$ cat src/rtl/rt_bufmap_pkg.sv
package rt_bufmap_pkg;
    localparam int RTA_W    = 5;
    localparam int SA_W     = 5;
    localparam int IDX_W    = 5;
    localparam int WORD_W   = 16;
    localparam int ADDR_W   = 1 + SA_W + IDX_W;
    localparam logic [RTA_W-1:0] BCAST_RTA = '1;
    localparam logic [SA_W-1:0]  SA_LOW    = '0;
    localparam logic [SA_W-1:0]  SA_HIGH   = '1;

    typedef struct packed {
        logic              tr;
        logic [SA_W-1:0]   sa;
        logic [IDX_W-1:0]  wc;
        logic              bus;
        logic              bc;
        logic              cmd_err;
        logic              word_err;
        logic              tsw_vld;
        logic              sw_send;
        logic [WORD_W-1:0] tsw;
    } rt_state_t;
endpackage

$ cat src/rtl/rt_cmd_check.sv
module rt_cmd_check
    import rt_bufmap_pkg::*;
(
    input  logic [WORD_W-1:0] cmd_word,
    input  logic              cmd_legal,
    output logic              tr,
    output logic [SA_W-1:0]   sa,
    output logic [IDX_W-1:0]  wc,
    output logic              bc,
    output logic              err
);
    logic sa_bad;

    always_comb begin
        tr     = cmd_word[IDX_W+SA_W];
        sa     = cmd_word[IDX_W +: SA_W];
        wc     = cmd_word[IDX_W-1:0];
        bc     = (cmd_word[WORD_W-1 -: RTA_W] == BCAST_RTA);
        sa_bad = (sa == SA_LOW) || (sa == SA_HIGH);
        err    = !cmd_legal || sa_bad || (bc && tr);
    end
endmodule

$ cat src/rtl/rt_addr_gen.sv
module rt_addr_gen
    import rt_bufmap_pkg::*;
(
    input  logic              tr,
    input  logic [SA_W-1:0]   sa,
    input  logic [IDX_W-1:0]  idx,
    output logic [ADDR_W-1:0] mem_addr,
    output logic [ADDR_W-1:0] tsw_addr
);
    localparam int PAD_W = IDX_W - SA_W;

    always_comb begin
        mem_addr = {tr, sa, idx};
    end

    generate
        if (PAD_W > 0) begin : g_pad
            always_comb tsw_addr = {1'b0, (tr ? SA_HIGH : SA_LOW), {PAD_W{1'b0}}, sa};
        end else begin : g_nopad
            always_comb tsw_addr = {1'b0, (tr ? SA_HIGH : SA_LOW), sa[IDX_W-1:0]};
        end
    endgenerate
endmodule

$ cat src/rtl/rt_status_build.sv
module rt_status_build
    import rt_bufmap_pkg::*;
(
    input  logic [RTA_W-1:0]  term_addr,
    input  logic              msg_err,
    input  logic              bus,
    input  logic              bc,
    input  logic              cmd_err,
    input  logic              word_err,
    input  logic [IDX_W-1:0]  wc,
    output logic [WORD_W-1:0] status_word,
    output logic [WORD_W-1:0] tsw_next
);
    localparam int SW_LOW_W  = WORD_W - RTA_W - 1;
    localparam int TSW_GAP_W = WORD_W - 6 - IDX_W;

    always_comb begin
        status_word = {term_addr, msg_err, {SW_LOW_W{1'b0}}};
        tsw_next    = {1'b1, !(cmd_err || word_err), bus, bc, cmd_err, word_err,
                       {TSW_GAP_W{1'b0}}, wc};
    end
endmodule

$ cat src/rtl/rt_bufmap.sv
module rt_bufmap
    import rt_bufmap_pkg::*;
(
    input  logic                 clk,
    input  logic                 rst_n,
    input  logic                 cmd_valid,
    input  logic [WORD_W-1:0]    cmd_word,
    input  logic                 cmd_legal,
    input  logic [RTA_W-1:0]     term_addr,
    input  logic                 bus_sel,
    input  logic [IDX_W-1:0]     word_idx,
    input  logic                 word_err,
    input  logic                 msg_done,
    output logic [ADDR_W-1:0]    mem_addr,
    output logic [ADDR_W-1:0]    tsw_addr,
    output logic [WORD_W-1:0]    status_word,
    output logic [WORD_W-1:0]    tsw_word,
    output logic                 tsw_valid,
    output logic                 sw_send,
    output logic                 bcast
);
    rt_state_t st_d, st_q;

    logic              dec_tr, dec_bc, dec_err;
    logic [SA_W-1:0]   dec_sa;
    logic [IDX_W-1:0]  dec_wc;
    logic [WORD_W-1:0] tsw_next;

    rt_cmd_check u_chk (
        .cmd_word (cmd_word),
        .cmd_legal(cmd_legal),
        .tr       (dec_tr),
        .sa       (dec_sa),
        .wc       (dec_wc),
        .bc       (dec_bc),
        .err      (dec_err)
    );

    rt_addr_gen u_addr (
        .tr      (st_q.tr),
        .sa      (st_q.sa),
        .idx     (word_idx),
        .mem_addr(mem_addr),
        .tsw_addr(tsw_addr)
    );

    rt_status_build u_stat (
        .term_addr  (term_addr),
        .msg_err    (st_q.cmd_err || st_q.word_err),
        .bus        (st_q.bus),
        .bc         (st_q.bc),
        .cmd_err    (st_q.cmd_err),
        .word_err   (st_q.word_err || word_err),
        .wc         (st_q.wc),
        .status_word(status_word),
        .tsw_next   (tsw_next)
    );

    always_comb begin
        st_d         = st_q;
        st_d.tsw_vld = 1'b0;
        st_d.sw_send = 1'b0;
        if (cmd_valid) begin
            st_d.tr       = dec_tr;
            st_d.sa       = dec_sa;
            st_d.wc       = dec_wc;
            st_d.bus      = bus_sel;
            st_d.bc       = dec_bc;
            st_d.cmd_err  = dec_err;
            st_d.word_err = 1'b0;
        end else begin
            if (word_err) st_d.word_err = 1'b1;
            if (msg_done) begin
                st_d.tsw_vld = 1'b1;
                st_d.sw_send = !st_q.bc;
                st_d.tsw     = tsw_next;
            end
        end
    end

    always_ff @(posedge clk) begin
        if (!rst_n) st_q <= '0;
        else        st_q <= st_d;
    end

    assign tsw_word  = st_q.tsw_vld ? st_q.tsw : '0;
    assign tsw_valid = st_q.tsw_vld;
    assign sw_send   = st_q.sw_send;
    assign bcast     = st_q.bc;
endmodule

$ cat config.mk
export PLATFORM = sky130hd
export DESIGN_NAME = rt_bufmap
export DESIGN_NICKNAME = d
export VERILOG_FILES = /design/src/rtl/rt_bufmap_pkg.sv /design/src/rtl/rt_cmd_check.sv /design/src/rtl/rt_addr_gen.sv /design/src/rtl/rt_status_build.sv /design/src/rtl/rt_bufmap.sv
export SDC_FILE = /design/constraint.sdc
export NUM_CORES = 1
export LEC_CHECK = 0
export BUFFER_PORTS_ARGS = -buffer_cell sky130_fd_sc_hd__buf_2
export CORE_ASPECT_RATIO = 0.6
export CORE_MARGIN = 10
export CORE_UTILIZATION = 42
export DETAILED_ROUTE_END_ITERATION = 8
export GPL_ROUTABILITY_DRIVEN = 1
export PLACE_DENSITY = 0.88
export RECOVER_POWER = 50
export SKIP_LAST_GASP = 1
export SLEW_MARGIN = 20
export SYNTH_ARGS = -nofsm -noshare
export SYNTH_HDL_FRONTEND = slang
export SYNTH_SLANG_ARGS = --single-unit
$ cat constraint.sdc
create_clock -name clk -period 1.4 [get_ports clk]
set_clock_uncertainty 0.1 [all_clocks]
set_input_delay 0.21 -clock clk [delete_from_list [all_inputs] [get_ports clk]]
set_output_delay 0.21 -clock clk [all_outputs]
set_load 0.01 [all_outputs]
==> impl_metrics.ini, run 1 <==
[place]
dp_hpwl_mm = 2.47
post-place-cells = 227
gp_congestion = 0.679
port_buffers = 53

[timing]
min_period_ns = 1.36
rsz0062_at_grt = false
report.final.setup_viol = 0
post-route-period-util_pct = 97.1
finalHoldViolCount = 0
slew_viol_final = 0
tns_ns = 0
fmax_mhz = 736

[critical_path]
timing.critical_path.to_type = output port
cp_top_family = flip-flops
cp-start-kind = flip-flop
path_class = reg2out
arrival_ns = 1.05
worstPathMaxFanout = 4
cpPeakStageDelay_ns = 0.34
slowest_stage = dfxtp_2
critPathRequiredTime_ns = 1.09
worstPathCellList = or2_2 > buf_6
crit_start = st_q[19]$_SDFFE_PN0P_
worstReg2RegStart = st_q[18]$_SDFFE_PP0P_
cp_num_buf_inv = 1

[job]
max_cap_viol_count = 0

[routing]
drc_errors = 0
wirelength_mm = 3.04
viasPerCell = 4.23
vias = 978
ant_nets = 0
drt-pass1-iter-count = 4
drtIter0Drc = 40
wl_per_cell_um = 13.2

[hold_path]
min-delay-start = bus_sel
hp-class = in2reg

[die]
rows = 16
die-area_mm2 = 0.00632
die_w_um = 96.2
io_pins = 90
die_h_um = 65.7
initial_core_util_pct = 44.3
coreArea_mm2 = 0.00330

[synthesis]
netlist_area_mm2 = 0.00146
synth.distinct_cells = 24
synthXorXnorAreaFrac_pct = 0
ys_seq_area_share_pct = 38.3
ys_seq_elements = 28
synthSimpleGateAreaFrac_pct = 20.9
synth-compound-area-share_pct = 7.78
synth_top_family_by_area = buffers and inverters
yosysWarnings = 0
synthMuxAreaShare_pct = 8.21
syn_inst = 162
yosys.area_share.adder_pct = 0
syn_area_per_cell_um2 = 9.03

[clock_network]
cts_sinks = 28
h-tree-depth = 1
clock_path_buffers = 2
cts_tree = yes
clk_latency_ns = 0.27
path_clk_slew_ns = 0.10
cts_made_buffers = 3
root_buffer = clkbuf_8

[power_and_ir_drop]
fin_total_pwr_w = 0.00169
leakage_nw = 0.780
peakVddDrop_uv = 581
seq_power_share_pct = 50.5
clock_power_share_pct = 36.9
switching_share_pct = 22.6
p_per_area_mw_per_mm2 = 1080
cellInternalPower_w = 0.00131
switchingPower_w = 0.000383
combPwrFrac_pct = 12.5

[layout]
final.fill_count = 344
regArea_um2 = 563
drive_above_1_share_pct = 33.3
syn2layout_area_growth_pct = 7.36
insertedDiodeCount = 0
nets = 220
multi_input_area_um2 = 599
layoutNonFillerInstCount = 231

[global_route]
grt_max_degree = 28
gr-total-overflow = 0
antenna_found_initial = 0
grt_pass1_vias = 973
grt_usage_pct = 9.17
grt_pass1_wl_mm = 4.67

[outcome]
status = finished, final reports clean
-- worst min-delay path, stage by stage --
cell,delay [ns]
buf_2,0.08
mux2i_1,0.05
nor2b_1,0.09
-- cells by family after synthesis --
group           after synthesis
mux                          12
buf+inv                      50
flops                        28
compound gates               15
other cells                   1
simple gates                 56
-- power groups by stage --
stage / logic [W] / clock network (W) / registers (W)
floorplan: 0.000229 / 0 / 0.000869
finish: 0.000212 / 0.000626 / 0.000856
global placement: 0.000207 / 0 / 0.000873
global route: 0.000235 / 0.000680 / 0.000863
detailed placement: 0.000211 / 0 / 0.000874
CTS: 0.000212 / 0.000652 / 0.000856
-- what timing repair did --
| item | in CTS | in global routing |
|---|---|---|
| pin swaps | 0 | 0 |
| hold buffers | 0 | 0 |
| endpoints found under the setup margin | 11 | 1 |
| resized for setup | 1 | 2 |
| setup buffers | 0 | 0 |
-- cells in the mapped netlist (all sizes together) --
master,instances,area (um^2)
conb,1,3.75
and4,1,8.76
o21a,1,7.51
or2,1,6.26
a31oi,1,6.26
o311a,1,10.0
o21ai,1,5.00
or3,1,6.26
and3,1,7.51
buf,47,348
o211a,1,10.0
nand3,3,15.0
and2,12,75.1
nor3b,1,7.51
clkbuf,3,11.3
nand2b,2,12.5
a21boi,10,75.1
dfxtp,28,561
nand3b,1,7.51
nor2b,14,87.6
nor2,1,3.75
mux2i,12,120
nand2,18,67.6
-- placed cells by master (no fill, tap or decap), types with 2 or more instances in the layout --
cell      count
nand2_1      18
nand2b_1      2
nor2b_1      14
mux2i_1      12
a21boi_0     10
buf_2        51
nand3_1       3
dfxtp_2       2
and2_1       11
clkbuf_2      2
clkbuf_8      3
dfxtp_1      26
conb_1       16
-- metal layers --
metal | global-route usage (%) | share of wire (%) | routed length, um
met1 | 11.0 | 42 | 1260
met2 | 14.5 | 47 | 1430
met3 | 5.44 | 12 | 353
met4 | 0.549 | 0 | 0
met5 | 0 | 0 | 0
-- stage by stage --
stage | instance area [um^2] | worst slack [ns] | utilization, % | hold WS [ns]
finish | 1570 | 0.0407 | 47.5 | 0.0991
floorplan | 1520 | 0.247 | - | 0.246
CTS | 1570 | 0.0149 | 47.5 | 0.0879
detailed placement | 1500 | 0.109 | 45.3 | 0.320
global route | 1570 | 0.00319 | 47.5 | 0.0987
global placement | 1500 | 0.121 | 45.3 | 0.320
-- final timing paths --
path / to / cells past startpoint / slack (ns)
setup reg to reg: st_q[14]$_SDFFE_PN0P_ / 3 / 0.46
setup / recovery: status_word[10] / 2 / 0.04
hold / removal: st_q[21]$_SDFFE_PN0P_ / 3 / 0.1
hold reg to reg: st_q[0]$_SDFFE_PN0P_ / 2 / 0.36
-- flip-flops by register name (all words and copies together), names as in the netlist --
name,cells
st_q,25
bcast,1
sw_send,1
tsw_valid,1
-- layout make-up --
cell class / count / share of cell area [%]
Timing Repair Buffer: 55 / 17.8
Clock inverter: 1 / 1.91
Clock buffer: 3 / 2.63
Sequential cell: 28 / 35.9
Multi-Input combinational cell: 99 / 38.2
Tap cell: 45 / 3.59
Power figures use the tool's default switching activity.
==> run 2, diff against run 1 <==
--- a/config.mk
+++ b/config.mk
@@ -5,7 +5,7 @@
 export SDC_FILE = /design/constraint.sdc
 export NUM_CORES = 1
 export LEC_CHECK = 0
-export BUFFER_PORTS_ARGS = -buffer_cell sky130_fd_sc_hd__buf_2
+export BUFFER_PORTS_ARGS = -buffer_cell sky130_fd_sc_hd__buf_4
 export CORE_ASPECT_RATIO = 0.6
 export CORE_MARGIN = 10
 export CORE_UTILIZATION = 42
==> run 2 against run 1 <==
Net effect: sequential power is essentially flat; clock power about the same; power rose by 2.4%; setup slack worse by 0.0080 ns; worst hold slack worse by 0.0093 ns; design area grew 8.7%; die area unchanged; flip-flop and latch count did not move; count of clock-buffer cells in the layout is the same; sequential share of layout area down 2.7 points; global-route usage rose by 0.73 points; largest power group unchanged.
==> impl_metrics.ini, run 2 (same netlist as run 1, synthesis figures left out) <==
[routing]
vias = 1011
drt-pass1-iter-count = 4
wirelength_mm = 3.22
viasPerCell = 4.36
ant_nets = 0
wl_per_cell_um = 13.9
drtIter0Drc = 41
drc_errors = 0

[critical_path]
cp-start-kind = flip-flop
worst-r2r-setup-slack_ns = 0.43
endpoint = status_word[10]
slowest_stage = dfxtp_2
crit_start = st_q[19]$_SDFFE_PN0P_
cpPeakStageDelay_ns = 0.35
timing.rr.end = st_q[14]$_SDFFE_PN0P_
worstReg2RegStart = st_q[18]$_SDFFE_PP0P_
worstPathCellList = or2_2 > buf_6
worstPathMaxFanout = 4
timing.critical_path.to_type = output port
arrival_ns = 1.06
path_class = reg2out
critPathRequiredTime_ns = 1.09
reg2regPathDepth = 3

[layout]
nets = 221
final_common_cell = buf_4
largest_register_ff_count = 25
insertedDiodeCount = 0
final_cell_mix = buf_4, dfxtp_1, nand2_1
final.fill_count = 342
largest-register = st_q
syn2layout_area_growth_pct = 16.7
drive_above_1_share_pct = 33.2

[die]
initial_core_util_pct = 44.3
die_w_um = 96.2
die-area_mm2 = 0.00632
coreArea_mm2 = 0.00330
die_h_um = 65.7
io_pins = 90
rows = 16

[clock_network]
root_buffer = clkbuf_8
clk_latency_ns = 0.27
cts_made_buffers = 3
cts_tree = yes
h-tree-depth = 1
cts_sinks = 28
cts_hold_buf = 0
path_clk_slew_ns = 0.09
clock_path_buffers = 2

[power_and_ir_drop]
switchingPower_w = 0.000389
peakVddDrop_uv = 527
switching_share_pct = 22.4
seq_power_share_pct = 49.5
clock_power_share_pct = 36.3
combPwrFrac_pct = 14.3
cellInternalPower_w = 0.00134
leakage_nw = 0.802
p_per_area_mw_per_mm2 = 1020

[place]
port_buffers = 53
dp_hpwl_mm = 2.60
gp_congestion = 0.693
dp_slack_ns = 0.0941

[timing]
report.final.setup_viol = 0
rsz0062_at_grt = true
slew_viol_final = 0
fmax_mhz = 731
post-route-period-util_pct = 97.7
worst_pin_slew_ns = 0.621
min_period_ns = 1.37
setup_ws_ns = 0.0327
tns_ns = 0
finalHoldViolCount = 0
max-slew-margin-rel_pct = 58.6

[global_route]
grt_pass1_vias = 985
antenna_found_initial = 0
grt_pass1_wl_mm = 5.02
grt_usage_pct = 9.89
gr-total-overflow = 0
grt_max_degree = 28

[hold_path]
hp-class = in2reg

[job]
max_cap_viol_count = 0

[outcome]
status = finished, final reports clean
## run 2: changes by cell type in the layout (fill, tap and decap cells not counted), sizes merged
cell | before | now
buf | 52 | 53
## run 2: area by class of cell
class | count | area [um^2] | share of cell area (%)
clock buffer | 3 | 41.3 | 2.42
tap | 45 | 56.3 | 3.30
clock inverter | 1 | 30.0 | 1.76
timing repair buffer | 56 | 414 | 24.3
sequential | 28 | 566 | 33.1
multi-input combinational | 99 | 599 | 35.1
## run 2: worst min path at each step
stage	start	endpoint	slack, ns	cells past startpoint
6_report	cmd_word[3]	st_q[25]$_SDFFE_PN0P_	0.09	3
5_1_grt	cmd_word[8]	st_q[19]$_SDFFE_PN0P_	0.09	3
4_1_cts	cmd_word[1]	st_q[23]$_SDFFE_PN0P_	0.08	3
3_5_place_dp	word_idx[0]	mem_addr[0]	0.32	0
3_3_place_gp	word_idx[0]	mem_addr[0]	0.32	0
2_1_floorplan	rst_n	tsw_valid$_SDFF_PP0_	0.25	1
## run 2: per-stage QoR
stage / hold slack (ns) / cells / power (W) / util (%) / area, um^2
4_1_cts: 0.0812 / 231 / 0.00176 / 51.5 / 1700
5_1_grt: 0.0916 / 232 / 0.00182 / 51.7 / 1710
3_3_place_gp: 0.320 / 227 / 0.00112 / 49.3 / 1630
2_1_floorplan: 0.246 / 177 / 0.00110 / - / 1520
6_report: 0.0899 / 232 / 0.00173 / 51.7 / 1710
3_5_place_dp: 0.320 / 227 / 0.00112 / 49.3 / 1630
## run 2: power groups by stage
stage	sequential, W	combinational, W	clock, W
6_report	0.000857	0.000247	0.000629
5_1_grt	0.000863	0.000273	0.000683
3_3_place_gp	0.000875	0.000243	0
2_1_floorplan	0.000869	0.000229	0
4_1_cts	0.000859	0.000247	0.000652
3_5_place_dp	0.000877	0.000247	0
## run 2: what timing repair did
action	in CTS	in global routing
resized for setup	1	3
setup buffers	0	1
endpoints found under the setup margin	11	3
## run 2: worst max-delay path, delay by kind of cell (launching register included)
family	cells	cell delay, ns
and+or+nand+nor	1	0.31
buffers and inverters	1	0.13
DFF	1	0.35
## run 2: per-layer routing
| layer | track usage, % | vias to the layer above | share of wire (%) |
|---|---|---|---|
| met1 | 11.4 | 458 | 41 |
| met5 | 0 | - | 0 |
| met2 | 14.7 | 36 | 46 |
| met3 | 6.46 | 4 | 12 |
| met4 | 2.93 | 0 | 1.1 |
| li1 | - | 513 | - |
==> run 3, diff against run 2 <==
==> constraint.sdc (replaced) <==
create_clock -name clk -period 1.4 [get_ports clk]
set_clock_uncertainty 0.1 [all_clocks]
set_input_delay 0.14 -clock clk [delete_from_list [all_inputs] [get_ports clk]]
set_output_delay 0.14 -clock clk [all_outputs]
set_load 0.01 [all_outputs]
==> run 3 against run 2 <==
Net effect: combinational power down 2%; setup slack improved by 0.068 ns; critical path depth is the same; via count down 1.8%; largest power group unchanged.
==> impl_metrics.ini, run 3 (same netlist as run 1, synthesis figures left out) <==
[outcome]
status = finished, final reports clean

[global_route]
met3_usage_pct = 5.78
grt_use_met2_pct = 15.6
grt_usage_pct = 9.94
grt_max_degree = 28
top_usage_layer = met2
gr-total-overflow = 0
antenna_found_initial = 0
grt_pass1_wl_mm = 5.05
use_met1_pct = 11.9
grt_pass1_vias = 1019

[critical_path]
timing.rr.end = st_q[14]$_SDFFE_PN0P_
cp-start-kind = flip-flop
worstReg2RegStart = st_q[18]$_SDFFE_PP0P_
cp_num_buf_inv = 1
cp_top_family = flip-flops
worstPathMaxFanout = 4
worstPathCellList = or2_2 > buf_4
path_class = reg2out
reg2regPathDepth = 3
critPathRequiredTime_ns = 1.16
slowest_stage = dfxtp_1
worst-r2r-setup-slack_ns = 0.41
arrival_ns = 1.06
cpPeakStageDelay_ns = 0.34
timing.critical_path.to_type = output port

[clock_network]
root_buffer = clkbuf_8
cts_made_buffers = 3
clock_path_buffers = 2
cts_sinks = 28
cts_tree = yes
cts_hold_buf = 0
clk_latency_ns = 0.26
path_clk_slew_ns = 0.10
h-tree-depth = 1

[timing]
tns_ns = 0
finalHoldViolCount = 0
min_period_ns = 1.30
post-route-period-util_pct = 92.8
max-slew-margin-rel_pct = 58.0
slew_viol_final = 0
report.final.setup_viol = 0
fmax_mhz = 770
rsz0062_at_grt = false
worst_pin_slew_ns = 0.630

[layout]
final_cell_mix = buf_4, dfxtp_1, nand2_1
syn2layout_area_growth_pct = 15.7
final_util_pct = 51.2
nets = 220
drive_above_1_share_pct = 32.3
layoutNonFillerInstCount = 231
final.fill_count = 338
final_common_cell = buf_4
regArea_um2 = 562
largest-register = st_q
multi_input_area_um2 = 599
postLayoutCellArea_mm2 = 0.00169
largest_register_ff_count = 25
insertedDiodeCount = 0

[power_and_ir_drop]
fin_total_pwr_w = 0.00172
switching_share_pct = 22.2
clock_power_share_pct = 36.1
peakVddDrop_uv = 589
p_per_area_mw_per_mm2 = 1020
seq_power_share_pct = 49.8
cellInternalPower_w = 0.00134
switchingPower_w = 0.000382
combPwrFrac_pct = 14.1
leakage_nw = 0.795

[routing]
wirelength_mm = 3.20
wl_per_cell_um = 13.9
drtIter0Drc = 15
ant_nets = 0
viasPerCell = 4.30
vias = 993
drt-pass1-iter-count = 4
drc_errors = 0

[place]
dp_hpwl_mm = 2.59
port_buffers = 53
dpl_cell_area_mm2 = 0.00163
post-place-cells = 227
gp_congestion = 0.693

[die]
coreArea_mm2 = 0.00330
rows = 16
die_w_um = 96.2
die_h_um = 65.7
die-area_mm2 = 0.00632
io_pins = 90
initial_core_util_pct = 44.3

[hold_path]
holdPathEnd = st_q[23]$_SDFFE_PN0P_
min-delay-start = cmd_word[1]
hp-class = in2reg
min_path_cells = 3

[job]
max_cap_viol_count = 0
[run 3: worst reg2reg max path, delay by kind of cell (launching register included)]
family	cells	cell delay, ns
flip-flops	1	0.32
AO/OA/AOI/OAI	1	0.20
AND/OR/NAND/NOR	2	0.29
[run 3: stage by stage]
step	hold WS, ns	setup slack [ns]
after floorplan	0.176	0.317
after global placement	0.180	0.179
after detailed placement	0.180	0.166
after CTS	0.0196	0.0866
after global routing	0.0324	0.0382
final	0.0245	0.101
[run 3: cell type report]
class | instances | area share (%)
multi-input cells | 99 | 35.4
flip-flops and latches | 28 | 33.2
repair buffers | 55 | 23.8
well taps | 45 | 3.33
clock buffers | 3 | 2.44
clock inverters | 1 | 1.78
[run 3: power groups by stage]
| stage | logic [W] | clock network (W) | registers (W) |
|---|---|---|---|
| final | 0.000243 | 0.000622 | 0.000858 |
| after floorplan | 0.000229 | 0 | 0.000869 |
| after global placement | 0.000243 | 0 | 0.000875 |
| after CTS | 0.000248 | 0.000640 | 0.000859 |
| after global routing | 0.000269 | 0.000681 | 0.000864 |
| after detailed placement | 0.000248 | 0 | 0.000877 |
[run 3: timing repair]
item,CTS,global route
setup endpoints to repair,1,0
setup buffers,0,0
gates resized for setup,1,0
[run 3: metal layers]
layer / share of wire, % / vias to the layer above
met5: 0 / -
met2: 47 / 34
met4: 0 / 0
met3: 11 / 0
li1: - / 512
met1: 41 / 447
[run 3: how the worst max path moves through the flow]
stage / from / endpoint / slack (ns) / cells after the start
finish: st_q[19]$_SDFFE_PN0P_ / status_word[10] / 0.10 / 2
global route: st_q[19]$_SDFFE_PN0P_ / status_word[10] / 0.04 / 2
global placement: cmd_word[5] / st_q[19]$_SDFFE_PN0P_ / 0.18 / 4
floorplan: cmd_word[5] / st_q[19]$_SDFFE_PN0P_ / 0.32 / 3
detailed placement: cmd_word[5] / st_q[19]$_SDFFE_PN0P_ / 0.17 / 4
CTS: st_q[19]$_SDFFE_PN0P_ / status_word[10] / 0.09 / 2
